<file path="src/rtl/gpio_irq_pkg.sv">
package gpio_irq_pkg;

  // interrupt kinds, in register order
  localparam int NUM_KINDS = 4;
  localparam int KIND_RISE = 0;
  localparam int KIND_FALL = 1;
  localparam int KIND_HIGH = 2;
  localparam int KIND_LOW  = 3;

  // word index of each register (byte offset = index * 4)
  localparam int REG_IN_EN   = 0;
  localparam int REG_OUT_EN  = 1;
  localparam int REG_PULLUP  = 2;
  localparam int REG_DRIVE   = 3;
  localparam int REG_INVERT  = 4;
  localparam int REG_IN_VAL  = 5;
  localparam int REG_OUT_LVL = 6;
  localparam int REG_ALT_EN  = 15;
  localparam int REG_ALT_SEL = 16;

  // enable/pending pairs start right after the output level register
  function automatic int ie_index(int kind);
    return 7 + 2 * kind;
  endfunction

  function automatic int ip_index(int kind);
    return 8 + 2 * kind;
  endfunction

endpackage

</file>
<file path="src/rtl/gpio_in_sync.sv">
module gpio_in_sync #(
  parameter int NUM_PINS = 32,
  parameter int STAGES   = 2
) (
  input  logic                clk,
  input  logic                rst_n,
  input  logic [NUM_PINS-1:0] pin_in,
  input  logic [NUM_PINS-1:0] in_en,
  output logic [NUM_PINS-1:0] live_o,
  output logic [NUM_PINS-1:0] last_o,
  output logic [NUM_PINS-1:0] rise_o,
  output logic [NUM_PINS-1:0] fall_o
);

  function automatic logic [NUM_PINS-1:0] went_up(logic [NUM_PINS-1:0] now_v,
                                                   logic [NUM_PINS-1:0] was_v);
    return now_v & ~was_v;
  endfunction

  function automatic logic [NUM_PINS-1:0] went_down(logic [NUM_PINS-1:0] now_v,
                                                     logic [NUM_PINS-1:0] was_v);
    return was_v & ~now_v;
  endfunction

  logic [NUM_PINS-1:0] stage_q [STAGES];
  logic [NUM_PINS-1:0] last_q;
  logic                past_valid;

  always_ff @(posedge clk) begin
    if (!rst_n) begin
      for (int s = 0; s < STAGES; s++) stage_q[s] <= '0;
    end else begin
      stage_q[0] <= pin_in;
      for (int s = 1; s < STAGES; s++) stage_q[s] <= stage_q[s-1];
    end
  end

  assign live_o = stage_q[STAGES-1] & in_en;

  always_ff @(posedge clk) begin
    if (!rst_n) last_q <= '0;
    else        last_q <= live_o;
  end

  assign last_o = last_q;
  assign rise_o = went_up(live_o, last_q);
  assign fall_o = went_down(live_o, last_q);

  always_ff @(posedge clk) begin
    if (!rst_n) past_valid <= 1'b0;
    else        past_valid <= 1'b1;
  end

  // value register follows the masked level one edge later
  assert_value_tracks_R5: assert property (@(posedge clk) disable iff (!rst_n)
    past_valid |-> (last_o == $past(live_o)));

endmodule

</file>
<file path="src/rtl/gpio_irq_kind.sv">
module gpio_irq_kind #(
  parameter int NUM_PINS = 32
) (
  input  logic                clk,
  input  logic                rst_n,
  input  logic [NUM_PINS-1:0] event_i,
  input  logic [NUM_PINS-1:0] clear_i,
  input  logic [NUM_PINS-1:0] enable_i,
  output logic [NUM_PINS-1:0] pend_o,
  output logic [NUM_PINS-1:0] hit_o
);

  function automatic logic [NUM_PINS-1:0] next_pend(logic [NUM_PINS-1:0] cur,
                                                     logic [NUM_PINS-1:0] clr,
                                                     logic [NUM_PINS-1:0] ev);
    return (cur & ~clr) | ev;
  endfunction

  logic [NUM_PINS-1:0] pend_q;
  logic                past_valid;

  always_ff @(posedge clk) begin
    if (!rst_n) pend_q <= '0;
    else        pend_q <= next_pend(pend_q, clear_i, event_i);
  end

  assign pend_o = pend_q;
  assign hit_o  = pend_q & enable_i;

  always_ff @(posedge clk) begin
    if (!rst_n) past_valid <= 1'b0;
    else        past_valid <= 1'b1;
  end

  // an event is never lost, even under a same-cycle clear
  assert_event_sets_R9: assert property (@(posedge clk) disable iff (!rst_n)
    past_valid |-> ((pend_q & $past(event_i)) == $past(event_i)));

  // a written one with no event empties the bit
  assert_w1c_clears_R9: assert property (@(posedge clk) disable iff (!rst_n)
    past_valid |-> ((pend_q & $past(clear_i & ~event_i)) == '0));

  // a bit only rises when an event was present
  assert_no_spurious_R8: assert property (@(posedge clk) disable iff (!rst_n)
    past_valid |-> ((pend_q & ~$past(pend_q) & ~$past(event_i)) == '0));

endmodule

</file>
<file path="src/rtl/gpio_out_mux.sv">
module gpio_out_mux #(
  parameter int NUM_PINS = 32
) (
  input  logic [NUM_PINS-1:0] sw_lvl,
  input  logic [NUM_PINS-1:0] sw_oe,
  input  logic [NUM_PINS-1:0] invert,
  input  logic [NUM_PINS-1:0] alt_en,
  input  logic [NUM_PINS-1:0] alt_sel,
  input  logic [NUM_PINS-1:0] alt0_out,
  input  logic [NUM_PINS-1:0] alt0_oe,
  input  logic [NUM_PINS-1:0] alt1_out,
  input  logic [NUM_PINS-1:0] alt1_oe,
  output logic [NUM_PINS-1:0] pad_out,
  output logic [NUM_PINS-1:0] pad_oe
);

  function automatic logic pick(logic use_alt, logic sel, logic sw_v,
                                logic a0_v, logic a1_v);
    if (!use_alt) return sw_v;
    return sel ? a1_v : a0_v;
  endfunction

  for (genvar i = 0; i < NUM_PINS; i++) begin : g_pin
    logic lvl;
    assign lvl        = pick(alt_en[i], alt_sel[i], sw_lvl[i], alt0_out[i], alt1_out[i]);
    assign pad_out[i] = lvl ^ invert[i];
    assign pad_oe[i]  = pick(alt_en[i], alt_sel[i], sw_oe[i], alt0_oe[i], alt1_oe[i]);
  end

endmodule

</file>
<file path="src/rtl/gpio_irq_ctrl.sv">
module gpio_irq_ctrl
  import gpio_irq_pkg::*;
#(
  parameter int NUM_PINS = 32,
  parameter int ADDR_W   = 8
) (
  input  logic                clk,
  input  logic                rst_n,
  input  logic [ADDR_W-1:0]   bus_addr,
  input  logic                bus_we,
  input  logic [NUM_PINS-1:0] bus_wdata,
  output logic [NUM_PINS-1:0] bus_rdata,
  input  logic [NUM_PINS-1:0] pin_in,
  output logic [NUM_PINS-1:0] pin_out,
  output logic [NUM_PINS-1:0] pin_oe,
  output logic [NUM_PINS-1:0] pin_pullup,
  output logic [NUM_PINS-1:0] pin_drive,
  input  logic [NUM_PINS-1:0] alt0_out,
  input  logic [NUM_PINS-1:0] alt0_oe,
  input  logic [NUM_PINS-1:0] alt1_out,
  input  logic [NUM_PINS-1:0] alt1_oe,
  output logic [NUM_PINS-1:0] alt_in,
  output logic [NUM_PINS-1:0] irq
);

  localparam int IDX_W = ADDR_W - 2;

  logic [IDX_W-1:0] reg_idx;
  int               reg_sel;
  logic             unused_addr_lsb;

  assign reg_idx         = bus_addr[ADDR_W-1:2];
  assign reg_sel         = int'({{(32-IDX_W){1'b0}}, reg_idx});
  assign unused_addr_lsb = ^bus_addr[1:0];

  // configuration and level registers
  logic [NUM_PINS-1:0] in_en_q, out_en_q, pullup_q, drive_q, invert_q;
  logic [NUM_PINS-1:0] out_lvl_q, alt_en_q, alt_sel_q;
  logic [NUM_PINS-1:0] ie_q [NUM_KINDS];

  always_ff @(posedge clk) begin
    if (!rst_n) begin
      in_en_q   <= '0;
      out_en_q  <= '0;
      pullup_q  <= '0;
      drive_q   <= '0;
      invert_q  <= '0;
      out_lvl_q <= '0;
      alt_en_q  <= '0;
      alt_sel_q <= '0;
      for (int k = 0; k < NUM_KINDS; k++) ie_q[k] <= '0;
    end else if (bus_we) begin
      case (reg_sel)
        REG_IN_EN:   in_en_q   <= bus_wdata;
        REG_OUT_EN:  out_en_q  <= bus_wdata;
        REG_PULLUP:  pullup_q  <= bus_wdata;
        REG_DRIVE:   drive_q   <= bus_wdata;
        REG_INVERT:  invert_q  <= bus_wdata;
        REG_OUT_LVL: out_lvl_q <= bus_wdata;
        REG_ALT_EN:  alt_en_q  <= bus_wdata;
        REG_ALT_SEL: alt_sel_q <= bus_wdata;
        default: ;
      endcase
      for (int k = 0; k < NUM_KINDS; k++)
        if (reg_sel == ie_index(k)) ie_q[k] <= bus_wdata;
    end
  end

  // input side
  logic [NUM_PINS-1:0] live, last, rise_ev, fall_ev;

  gpio_in_sync #(.NUM_PINS(NUM_PINS), .STAGES(2)) u_sync (
    .clk    (clk),
    .rst_n  (rst_n),
    .pin_in (pin_in),
    .in_en  (in_en_q),
    .live_o (live),
    .last_o (last),
    .rise_o (rise_ev),
    .fall_o (fall_ev)
  );

  assign alt_in = live;

  // interrupt kinds
  logic [NUM_PINS-1:0] kind_ev   [NUM_KINDS];
  logic [NUM_PINS-1:0] kind_clr  [NUM_KINDS];
  logic [NUM_PINS-1:0] kind_pend [NUM_KINDS];
  logic [NUM_PINS-1:0] kind_hit  [NUM_KINDS];

  assign kind_ev[KIND_RISE] = rise_ev;
  assign kind_ev[KIND_FALL] = fall_ev;
  assign kind_ev[KIND_HIGH] = live;
  assign kind_ev[KIND_LOW]  = ~live;

  for (genvar k = 0; k < NUM_KINDS; k++) begin : g_kind
    assign kind_clr[k] = (bus_we && reg_sel == ip_index(k)) ? bus_wdata : '0;

    gpio_irq_kind #(.NUM_PINS(NUM_PINS)) u_kind (
      .clk      (clk),
      .rst_n    (rst_n),
      .event_i  (kind_ev[k]),
      .clear_i  (kind_clr[k]),
      .enable_i (ie_q[k]),
      .pend_o   (kind_pend[k]),
      .hit_o    (kind_hit[k])
    );
  end

  always_comb begin
    irq = '0;
    for (int k = 0; k < NUM_KINDS; k++) irq = irq | kind_hit[k];
  end

  // output side
  gpio_out_mux #(.NUM_PINS(NUM_PINS)) u_mux (
    .sw_lvl   (out_lvl_q),
    .sw_oe    (out_en_q),
    .invert   (invert_q),
    .alt_en   (alt_en_q),
    .alt_sel  (alt_sel_q),
    .alt0_out (alt0_out),
    .alt0_oe  (alt0_oe),
    .alt1_out (alt1_out),
    .alt1_oe  (alt1_oe),
    .pad_out  (pin_out),
    .pad_oe   (pin_oe)
  );

  assign pin_pullup = pullup_q;
  assign pin_drive  = drive_q;

  // read port
  always_comb begin
    bus_rdata = '0;
    case (reg_sel)
      REG_IN_EN:   bus_rdata = in_en_q;
      REG_OUT_EN:  bus_rdata = out_en_q;
      REG_PULLUP:  bus_rdata = pullup_q;
      REG_DRIVE:   bus_rdata = drive_q;
      REG_INVERT:  bus_rdata = invert_q;
      REG_IN_VAL:  bus_rdata = last;
      REG_OUT_LVL: bus_rdata = out_lvl_q;
      REG_ALT_EN:  bus_rdata = alt_en_q;
      REG_ALT_SEL: bus_rdata = alt_sel_q;
      default: begin
        for (int k = 0; k < NUM_KINDS; k++) begin
          if (reg_sel == ie_index(k)) bus_rdata = ie_q[k];
          if (reg_sel == ip_index(k)) bus_rdata = kind_pend[k];
        end
      end
    endcase
  end

  logic past_valid;
  always_ff @(posedge clk) begin
    if (!rst_n) past_valid <= 1'b0;
    else        past_valid <= 1'b1;
  end

  assert_out_lvl_write_R2: assert property (@(posedge clk) disable iff (!rst_n)
    (past_valid && $past(bus_we && reg_sel == REG_OUT_LVL)) |->
      (out_lvl_q == $past(bus_wdata)));

  assert_irq_needs_enable_R10: assert property (@(posedge clk) disable iff (!rst_n)
    (irq & ~(ie_q[KIND_RISE] | ie_q[KIND_FALL] | ie_q[KIND_HIGH] | ie_q[KIND_LOW])) == '0);

  assert_masked_input_R5: assert property (@(posedge clk) disable iff (!rst_n)
    (alt_in & ~in_en_q) == '0);

endmodule

</file>
<file path="config.mk">
export PLATFORM = sky130hd
export DESIGN_NAME = gpio_irq_ctrl
export DESIGN_NICKNAME = d
export VERILOG_FILES = /design/src/rtl/gpio_irq_pkg.sv /design/src/rtl/gpio_in_sync.sv /design/src/rtl/gpio_irq_kind.sv /design/src/rtl/gpio_out_mux.sv /design/src/rtl/gpio_irq_ctrl.sv
export SDC_FILE = /design/constraint.sdc
export NUM_CORES = 1
export LEC_CHECK = 0
export BUFFER_PORTS_ARGS = -buffer_cell sky130_fd_sc_hd__buf_4
export CORE_MARGIN = 8
export CORE_UTILIZATION = 40
export DETAILED_ROUTE_END_ITERATION = 8
export GPL_ROUTABILITY_DRIVEN = 1
export PLACE_DENSITY = 0.58
export SETUP_SLACK_MARGIN = 0.2
export SYNTH_ARGS = -nofsm -noshare
export SYNTH_HDL_FRONTEND = slang
export SYNTH_SLANG_ARGS = --single-unit
</file>
<file path="constraint.sdc">
create_clock -name clk -period 7.1 [get_ports clk]
set_input_delay 0.355 -clock clk [delete_from_list [all_inputs] [get_ports clk]]
set_output_delay 0.355 -clock clk [all_outputs]
set_load 0.02 [all_outputs]
</file>
======== Word level (Yosys, flattened, before mapping) ========
Memories as Yosys holds them, arrays and structs flattened.
Cells that the tools add are included.
operators by class
  equality and inequality tests ........... 16
  multiplexer cells ....................... 165
  bitwise gates (word level) .............. 62
  reductions and logical operators ........ 13
operators by type and width
  operator                                                                count
  32-bit 2-to-1 mux                                                       18
  32-bit bitwise AND                                                      11
  32-bit case mux with 9 select lines                                     1
  32-bit OR                                                               7
  32-bit NOT                                                              6
  1-bit 2-to-1 mux                                                        146
  6-bit by 5-bit equality test with 1-bit output (second input constant)  8
  32-bit zero test                                                        1
  1-bit bitwise XOR                                                       32
  6-bit by 3-bit equality test with 1-bit output (second input constant)  3
  2-bit AND reduction                                                     8
  6-bit by 2-bit equality test with 1-bit output (second input constant)  2
  6-bit by 4-bit equality test with 1-bit output (second input constant)  2
  6-bit by 1-bit equality test with 1-bit output (second input constant)  1
  1-bit OR                                                                6
  1-bit logical AND                                                       4
word-level totals
  flip-flop bits (word level) ............. 416
  memory bits (writable) .................. 192
  bits of input ports ..................... 203
  output and inout bits ................... 224
  word-level logic and storage cells ...... 271
  memories kept ........................... 2
memories
  memory          words  width  rd ports  clocked after Yosys merged registers in  wr ports  RTL line             RTL
  ie_q            4      32     4         0                                        4         gpio_irq_ctrl.sv:39  logic [NUM_PINS-1:0] ie_q [NUM_KINDS];
  u_sync.stage_q  2      32     2         0                                        2         gpio_in_sync.sv:25   logic [NUM_PINS-1:0] stage_q [STAGES];

======== Logic depth before layout (Yosys ltp) ========
Gate-level depths: netlist of the first run.
  word-level depth ........................ 10
  mapped depth ............................ 9
  mapped depth without buffers ............ 5

======== Hierarchy ========
A second synthesis of the first run with hierarchy kept.
second synthesis, totals
  cells, all modules ...................... 3,343
  area, all modules ....................... 29,988.8 µm²
modules (own cells, without submodules)
  module         instances  cells an instance  area an instance (µm²)  seq. area each (µm²)
  gpio_irq_ctrl  1          2,297              19,926.6                8,968.6
  gpio_irq_kind  4          131                1,315.0                 640.6
  gpio_in_sync   1          298                3,320.7                 1,921.8
  gpio_out_mux   1          224                1,481.4                 0.0

======== Worst setup path after synthesis of the first run ========
OpenSTA, ideal clock, no wires.
  kind .................................... input port to flip-flop
  from .................................... input bus_addr[2]
  to ...................................... memory ie_q[1][0] (enable)
  setup time .............................. 0.466 ns
  data arrival time ....................... 3.417 ns
  data required time ...................... 6.634 ns
  slack ................................... 3.218 ns
  stages on the path ...................... 6
  path buffers ............................ 4
  cell sequence ........................... buf_6 buf_2 nand2b_1 clkbuf_1 clkbuf_1 o21ai_0
RTL lines
  what                RTL line             RTL
  start: declaration  gpio_irq_ctrl.sv:9   input logic [ADDR_W-1:0] bus_addr,
  end: declaration    gpio_irq_ctrl.sv:39

======== Final worst setup path of the first run ========
  from .................................... input bus_addr[3]
  to ...................................... output bus_rdata[0]
between the ends
  word-level cells in the longest chain between the ends .. 10
  elaborated cells between the ends (all ways) .. 26
  those cells by class .................... 16 x eq/ne; 9 x mux; 1 x reduce/logical
ends and longest elaborated chain
  what                                            RTL line              RTL
  6-bit by 4-bit equality test with 1-bit output  gpio_irq_ctrl.sv:148  if (reg_sel == ie_index(k)) bus_rdata = ie_q[k];
  32-bit 2-to-1 mux                               gpio_irq_ctrl.sv:148
  32-bit 2-to-1 mux                               gpio_irq_ctrl.sv:149  if (reg_sel == ip_index(k)) bus_rdata = kind_pend[k];
  32-bit 2-to-1 mux                               gpio_irq_ctrl.sv:148
  32-bit 2-to-1 mux                               gpio_irq_ctrl.sv:149
  32-bit 2-to-1 mux                               gpio_irq_ctrl.sv:148
  32-bit 2-to-1 mux                               gpio_irq_ctrl.sv:149
  32-bit 2-to-1 mux                               gpio_irq_ctrl.sv:148
  32-bit 2-to-1 mux                               gpio_irq_ctrl.sv:149
  32-bit case mux with 9 select lines *           gpio_irq_ctrl.sv:136  case (reg_sel)
  end: declaration                                gpio_irq_ctrl.sv:12   output logic [NUM_PINS-1:0] bus_rdata,
Mark *: on every way between the ends. The rest lies on a longest branch, timed or not.

==> flow_metrics.env, run 1 <==
export IMPL_holdWs_ns=0.05954
export IMPL_drt_wirelength_mm=123.5
export IMPL_totalNegativeSetupSlack_ns=0
export IMPL_pin_count=427
export IMPL_post_cts_resize_count=0
export IMPL_grt_max_degree=117
export IMPL_setup_violations_final=0
export IMPL_fillers=6857
export IMPL_post_dr_vias_cell=5.862
export IMPL_critPathMaxFanout=38
export IMPL_clock_fmax_mhz=231.3
export IMPL_endpoint="bus_rdata[0]"
export IMPL_cts_htree_levels=3
export IMPL_final_layout_size_suffix_gt1_frac=0.1713
export IMPL_post_synth_cell_area_avg_um2=8.701
export IMPL_clkSinkCount=608
export IMPL_post_placement_worst_setup_slack_ns=2.919
export IMPL_die_x_um=283.8
export IMPL_grt_usage=0.2912
export IMPL_final_core_utilization=0.4870
export IMPL_synth_async_sr_flop_share=0
export IMPL_ys_top_cells_by_area="dfxtp_1 (34%), edfxtp_1 (13%), nand2_1 (9.8%)"
export IMPL_synthCells=3296
export IMPL_total_number_of_vias=26830
export IMPL_period_needed_ns=4.324
export IMPL_rsz_0062_raised_after_global_routing="false"
export IMPL_slew_viol_final=0
export IMPL_worstPathRequired_ns=6.74
export IMPL_critPathLaunch="bus_addr[3]"
export IMPL_hold_viol=0
export IMPL_final_nets=3773
export IMPL_r2r_end="g_kind[3].u_kind.pend_o[20]"
export IMPL_initial_utilization=0.4025
export IMPL_crit_path_start_kind="input pin"
export IMPL_core_area_um2=71240
export IMPL_grt_first_pass_wirelength_mm=177.9
export IMPL_cts_clk_slew_worst_paths_ns=0.06
export IMPL_antenna_violating_nets_post_route=0
export IMPL_layout_setup_ws_ns=2.776
export IMPL_via_count_of_the_first_global_routing_pass=26000
export IMPL_cts_buffers=68
export IMPL_drt_pass1_iter_count=7
export IMPL_synth_seq_cells=608
export IMPL_wl_per_cell_um=26.98
export IMPL_status="finished, final reports clean"
export IMPL_dominantRegCellSynth="dfxtp_1"
export IMPL_max_slew_margin=0.1807
export IMPL_syn_num_nets=3499
export IMPL_hpwlAfterDp_mm=80.83
export IMPL_yosysSeqAreaShare=0.4691
export IMPL_hold_path_class="input pin to register"
export IMPL_syn_area_um2=28680
export IMPL_critPathArrivalTime_ns=3.97
export IMPL_r2r_worst_path_cells=3
export IMPL_rrSetupSlack_ns=6.01
export IMPL_fin_crit_sh=0.6090
export IMPL_tritoncts="yes"
export IMPL_p_per_area_nw_per_um2=226.2
export IMPL_portion_of_synthesized_cell_area_occupied_by_the_leading_cell_type=0.3351
export IMPL_max_cap_viol_count=0
export IMPL_floorplan_die_height_um=283.8
export IMPL_end_kind="output pin"
export IMPL_area_growth_synth_to_final_pct=20.98
export IMPL_cts_buffer_depth=3
export IMPL_leakage_nw=13.14
export IMPL_timing_worst_setup_path_type="input pin to output pin"
export IMPL_ys_types=65
export IMPL_post_cts_setup_buffers=0
export IMPL_antenna_found_initial=10
export IMPL_clk_insertion_delay_late_ns=0.60
export IMPL_worst_ir_drop_vdd_mv=0.1331
export IMPL_yosys_area_top_type="dfxtp_1"
export IMPL_timing_worst_slew_pin_value_ns=1.226
export IMPL_placement_rows=98
export IMPL_globalRouteOverflowTotal=0
export IMPL_numPortBuffers=424
export IMPL_clk_root_buffer_cell="clkbuf_16"
export IMPL_initialDrtViolationCount=2971
export IMPL_die_area_um2=80520
export IMPL_timing_hold_worst_start="pin_in[11]"
export IMPL_ys_warn_count=0
export IMPL_cts_hold_buffers=27
export IMPL_finalWeightedCongestion=0.8751
export IMPL_synth_edf_count=128
export IMPL_r2r_start="in_en_q[20]"
export IMPL_route_detailed_drc=0
export IMPL_worst_clock_skew_ns=0.01109
==> Yosys cell counts, types with 38 or more instances <==
master	count
and3_1	42
nand2_1	749
inv_1	92
buf_2	75
nand3_1	71
nor4_1	128
a21boi_0	318
a22oi_1	156
o21ai_0	65
clkbuf_1	190
and2_1	65
o21a_1	38
a21oi_1	129
edfxtp_1	128
dfxtp_1	480
nor2_1	110
mux2i_1	91
==> how the worst min path moves through the flow <==
stage,to,cells after the start
after detailed placement,u_sync.stage_q[0][50],1
after CTS,u_sync.stage_q[0][11],2
after global placement,u_sync.stage_q[0][60],1
final,u_sync.stage_q[0][11],2
after floorplan,u_sync.stage_q[0][32],1
after global routing,u_sync.stage_q[0][11],2
==> layout make-up <==
type / count / area, µm² / share of cell area
multi-input combinational: 2310 / 13740 / 0.3959
sequential: 608 / 13450 / 0.3878
timing repair buffer: 490 / 3754 / 0.1082
clock buffer: 101 / 1979 / 0.05705
tap: 950 / 1189 / 0.03426
inverter: 92 / 345.3 / 0.009953
clock inverter: 19 / 224.0 / 0.006455
antenna: 6 / 15.01 / 0.0004328
==> metal layers <==
metal  vias to the layer above  wire length [µm]  global-route usage
li1                      12240                 -                   -
met1                     12860             47730              0.3598
met2                      1412             57180              0.4724
met3                       305             10820             0.05755
met4                         6              7696              0.1646
met5                         -                37                   0
==> stage by stage <==
step	instances	total power, W	cell area [µm²]
final	4576	0.007848	34690
after global routing	4572	0.008052	34680
after CTS	4570	0.007868	34680
after detailed placement	4423	0.004330	32210
after global placement	4423	0.004328	32210
after floorplan	3296	0.004021	28680
==> flip-flops by register name, indices dropped and copies added (netlist names) <==
signal,count
u_sync.stage_q,64
out_lvl_q,32
out_en_q,32
alt_en_q,32
pin_drive,32
g_kind.u_kind.pend_o,128
alt_sel_q,32
ie_q,128
pin_pullup,32
in_en_q,32
invert_q,32
u_sync.last_o,32
==> cells in the final DEF (no fill, tap or decap), drive strengths merged, types with 24 or more instances in the layout <==
cell type	count
a21boi	352
nand2	750
o21a	38
nor2	118
o21ai	65
buf	463
nor4	130
xor2	33
mux2i	91
o211ai	27
a22oi	156
dfxtp	480
and2	66
nand4	24
and3	42
nand3	71
clkbuf	101
a21oi	129
dlygate4sd3	27
nor2b	35
edfxtp	128
o221ai	27
inv	93
a222oi	26
==> worst max-delay path, stage by stage <==
cell      delay [ns]
buf_4           0.21
or2_2           0.75
nor2_4          0.88
buf_4           0.62
a222oi_1        0.21
a41oi_1         0.65
buf_4           0.26
==> report_power, final <==
| part | switching, W | total (W) | internal (W) | leakage, nW |
|---|---|---|---|---|
| clock network | 0.00146 | 0.00357 | 0.00211 | 1.08 |
| registers | 0.0000441 | 0.00364 | 0.00360 | 5.11 |
| logic | 0.000403 | 0.000634 | 0.000230 | 6.95 |
| total | 0.00191 | 0.00785 | 0.00594 | 13.1 |
==> kinds of logic after synthesis <==
logic type                Yosys count  synth area share
and+or+nand+nor                  1284            0.2058
buffers and inverters             378           0.05497
xor gates and xnor gates           33           0.01008
AOI/OAI and AO/OA                 885            0.2216
DFF                               608            0.4691
muxes                             108           0.03844
Power figures use the tool's default switching activity.
==> run 2, diff against run 1 <==
Clock period 7.1 ns to 4.05 ns, I/O delays scaled along.
==> flow_metrics.env, run 2 (synthesized netlist as in run 1, its figures left out) <==
export IMPL_post_dr_vias_cell=5.806
export IMPL_initial_utilization=0.4025
export IMPL_timing_worst_setup_path_type="input pin to output pin"
export IMPL_worst_path_max_delay_cell="nand4_1"
export IMPL_worstPathRequired_ns=3.85
export IMPL_gr_max_usage_layer="met2"
export IMPL_final_layout_size_suffix_gt1_frac=0.1747
export IMPL_grt_max_degree=227
export IMPL_drt_wirelength_mm=124.1
export IMPL_antenna_violating_nets_post_route=0
export IMPL_critPathLaunch="bus_addr[2]"
export IMPL_die_area_um2=80520
export IMPL_timing_worst_slew_pin_value_ns=1.053
export IMPL_totalNegativeSetupSlack_ns=0
export IMPL_antenna_found_initial=7
export IMPL_max_slew_margin=0.2956
export IMPL_cts_htree_levels=3
export IMPL_area_growth_synth_to_final_pct=23.22
export IMPL_total_number_of_vias=26970
export IMPL_leakage_nw=13.48
export IMPL_r2r_worst_path_cells=3
export IMPL_slew_viol_final=0
export IMPL_multi_input_logic_area_um2=13700
export IMPL_fin_crit_sh=0.8362
export IMPL_core_area_um2=71240
export IMPL_post_cts_setup_buffers=0
export IMPL_globalRouteMet1Util=0.3579
export IMPL_drt_pass1_iter_count=9
export IMPL_mostFrequentLayoutCells="nand2_1 (746), buf_4 (493), dfxtp_1 (480)"
export IMPL_crit_path_start_kind="input pin"
export IMPL_r2r_start="in_en_q[20]"
export IMPL_clkSinkCount=608
export IMPL_timing_hold_worst_start="rst_n"
export IMPL_worst_hold_path_num_cells=2
export IMPL_hpwlAfterDp_mm=83.37
export IMPL_end_kind="output pin"
export IMPL_worst_clock_skew_ns=0.02097
export IMPL_fillers=6811
export IMPL_globalRouteOverflowTotal=0
export IMPL_final_nets=3849
export IMPL_wl_per_cell_um=26.71
export IMPL_setup_violations_final=0
export IMPL_grt_usage=0.2930
export IMPL_critical_path_s_most_frequent_cell="buf_4"
export IMPL_cts_clk_slew_worst_paths_ns=0.05
export IMPL_rsz_0062_raised_after_global_routing="false"
export IMPL_pin_count=427
export IMPL_crit_chain="buf_4, buf_4, nand4_1, buf_4, o221ai_1, a21oi_1, o22a_1, buf_4"
export IMPL_placed_cells=4462
export IMPL_critPathArrivalTime_ns=3.18
export IMPL_die_x_um=283.8
export IMPL_hold_path_class="input pin to register"
export IMPL_critPathMaxFanout=41
export IMPL_worst_ir_drop_vdd_mv=0.2762
export IMPL_via_count_of_the_first_global_routing_pass=26320
export IMPL_placement_rows=98
export IMPL_post_layout_nonfiller_instances=4645
export IMPL_period_needed_ns=3.387
export IMPL_finalWeightedCongestion=0.8677
export IMPL_status="finished, final reports clean"
export IMPL_cts_buffer_depth=3
export IMPL_p_per_area_nw_per_um2=385.0
export IMPL_initialDrtViolationCount=2902
export IMPL_clk_root_buffer_cell="clkbuf_16"
export IMPL_max_cap_viol_count=0
export IMPL_cts_buffers=68
export IMPL_route_detailed_drc=0
export IMPL_met3_usage=0.05763
export IMPL_numPortBuffers=424
export IMPL_grt_first_pass_wirelength_mm=178.7
export IMPL_floorplan_die_height_um=283.8
export IMPL_cp_slowest_stage_delay_ns=0.94
export IMPL_tritoncts="yes"
export IMPL_final_common_cell="nand2_1"
export IMPL_grt_util_met2=0.4802
export IMPL_clk_insertion_delay_late_ns=0.62
export IMPL_clock_fmax_mhz=295.3
export IMPL_hold_viol=0
export IMPL_seqCellArea_um2=13450
==> run 2: cell count changes in the layout (fill, tap and decap cells not counted), moves of 6 or more <==
| cell | change |
|---|---|
| nand2_1 | +6 |
| buf_12 | +8 |
| dlygate4sd3_1 | +37 |
| buf_4 | +31 |
| nand2_2 | -6 |
==> run 2: metrics by stage <==
step | utilization | worst slack [ns] | area, µm² | power [W] | hold WS (ns)
6_report | 0.4960 | 0.6634 | 35340 | 0.01360 | 0.06735
2_1_floorplan | - | 0.3202 | 28680 | 0.007049 | 0.3298
5_1_grt | 0.4959 | 0.6417 | 35330 | 0.01396 | 0.06403
3_5_place_dp | 0.4571 | 0.7939 | 32570 | 0.007607 | 0.4131
3_3_place_gp | 0.4571 | 0.8542 | 32570 | 0.007602 | 0.4112
4_1_cts | 0.4959 | 0.7933 | 35330 | 0.01367 | 0.04272
==> run 2: final timing paths <==
kind / to / slack [ns]
min: g_kind[0].u_kind.pend_o[6] / 0.07
max: bus_rdata[2] / 0.66
min reg2reg: u_sync.stage_q[0][59] / 0.43
max reg2reg: g_kind[3].u_kind.pend_o[20] / 2.93
==> run 2: area by class of cell <==
cell class,count,area share
flip-flops and latches,608,0.3807
clock inverters,15,0.003718
inverters,92,0.009773
diodes,2,0.0001416
clock buffers,102,0.05641
repair buffers,566,0.1278
multi-input cells,2310,0.3878
well taps,950,0.03364
==> run 2: where the power goes <==
| group | switching, W | internal [W] | leakage (nW) |
|---|---|---|---|
| Combinational | 0.000718 | 0.000441 | 7.33 |
| Clock | 0.00254 | 0.00352 | 1.05 |
| Sequential | 0.0000780 | 0.00631 | 5.11 |
==> run 2: per-layer routing <==
| metal | up-vias | wire length (µm) |
|---|---|---|
| met5 | - | 35 |
| li1 | 12380 | - |
| met4 | 6 | 7702 |
| met3 | 302 | 10390 |
| met2 | 1341 | 57900 |
| met1 | 12940 | 48060 |
==> run 2: worst max-delay path: cells and delay by family <==
kind,cells,cell delay [ns]
buf+inv,4,1.59
simple gates,1,0.94
compound gates,3,0.42
==> run 2: timing repair <==
item	CTS	global route
hold endpoints to repair	289	0
resized for setup	0	0
hold buffers	64	0
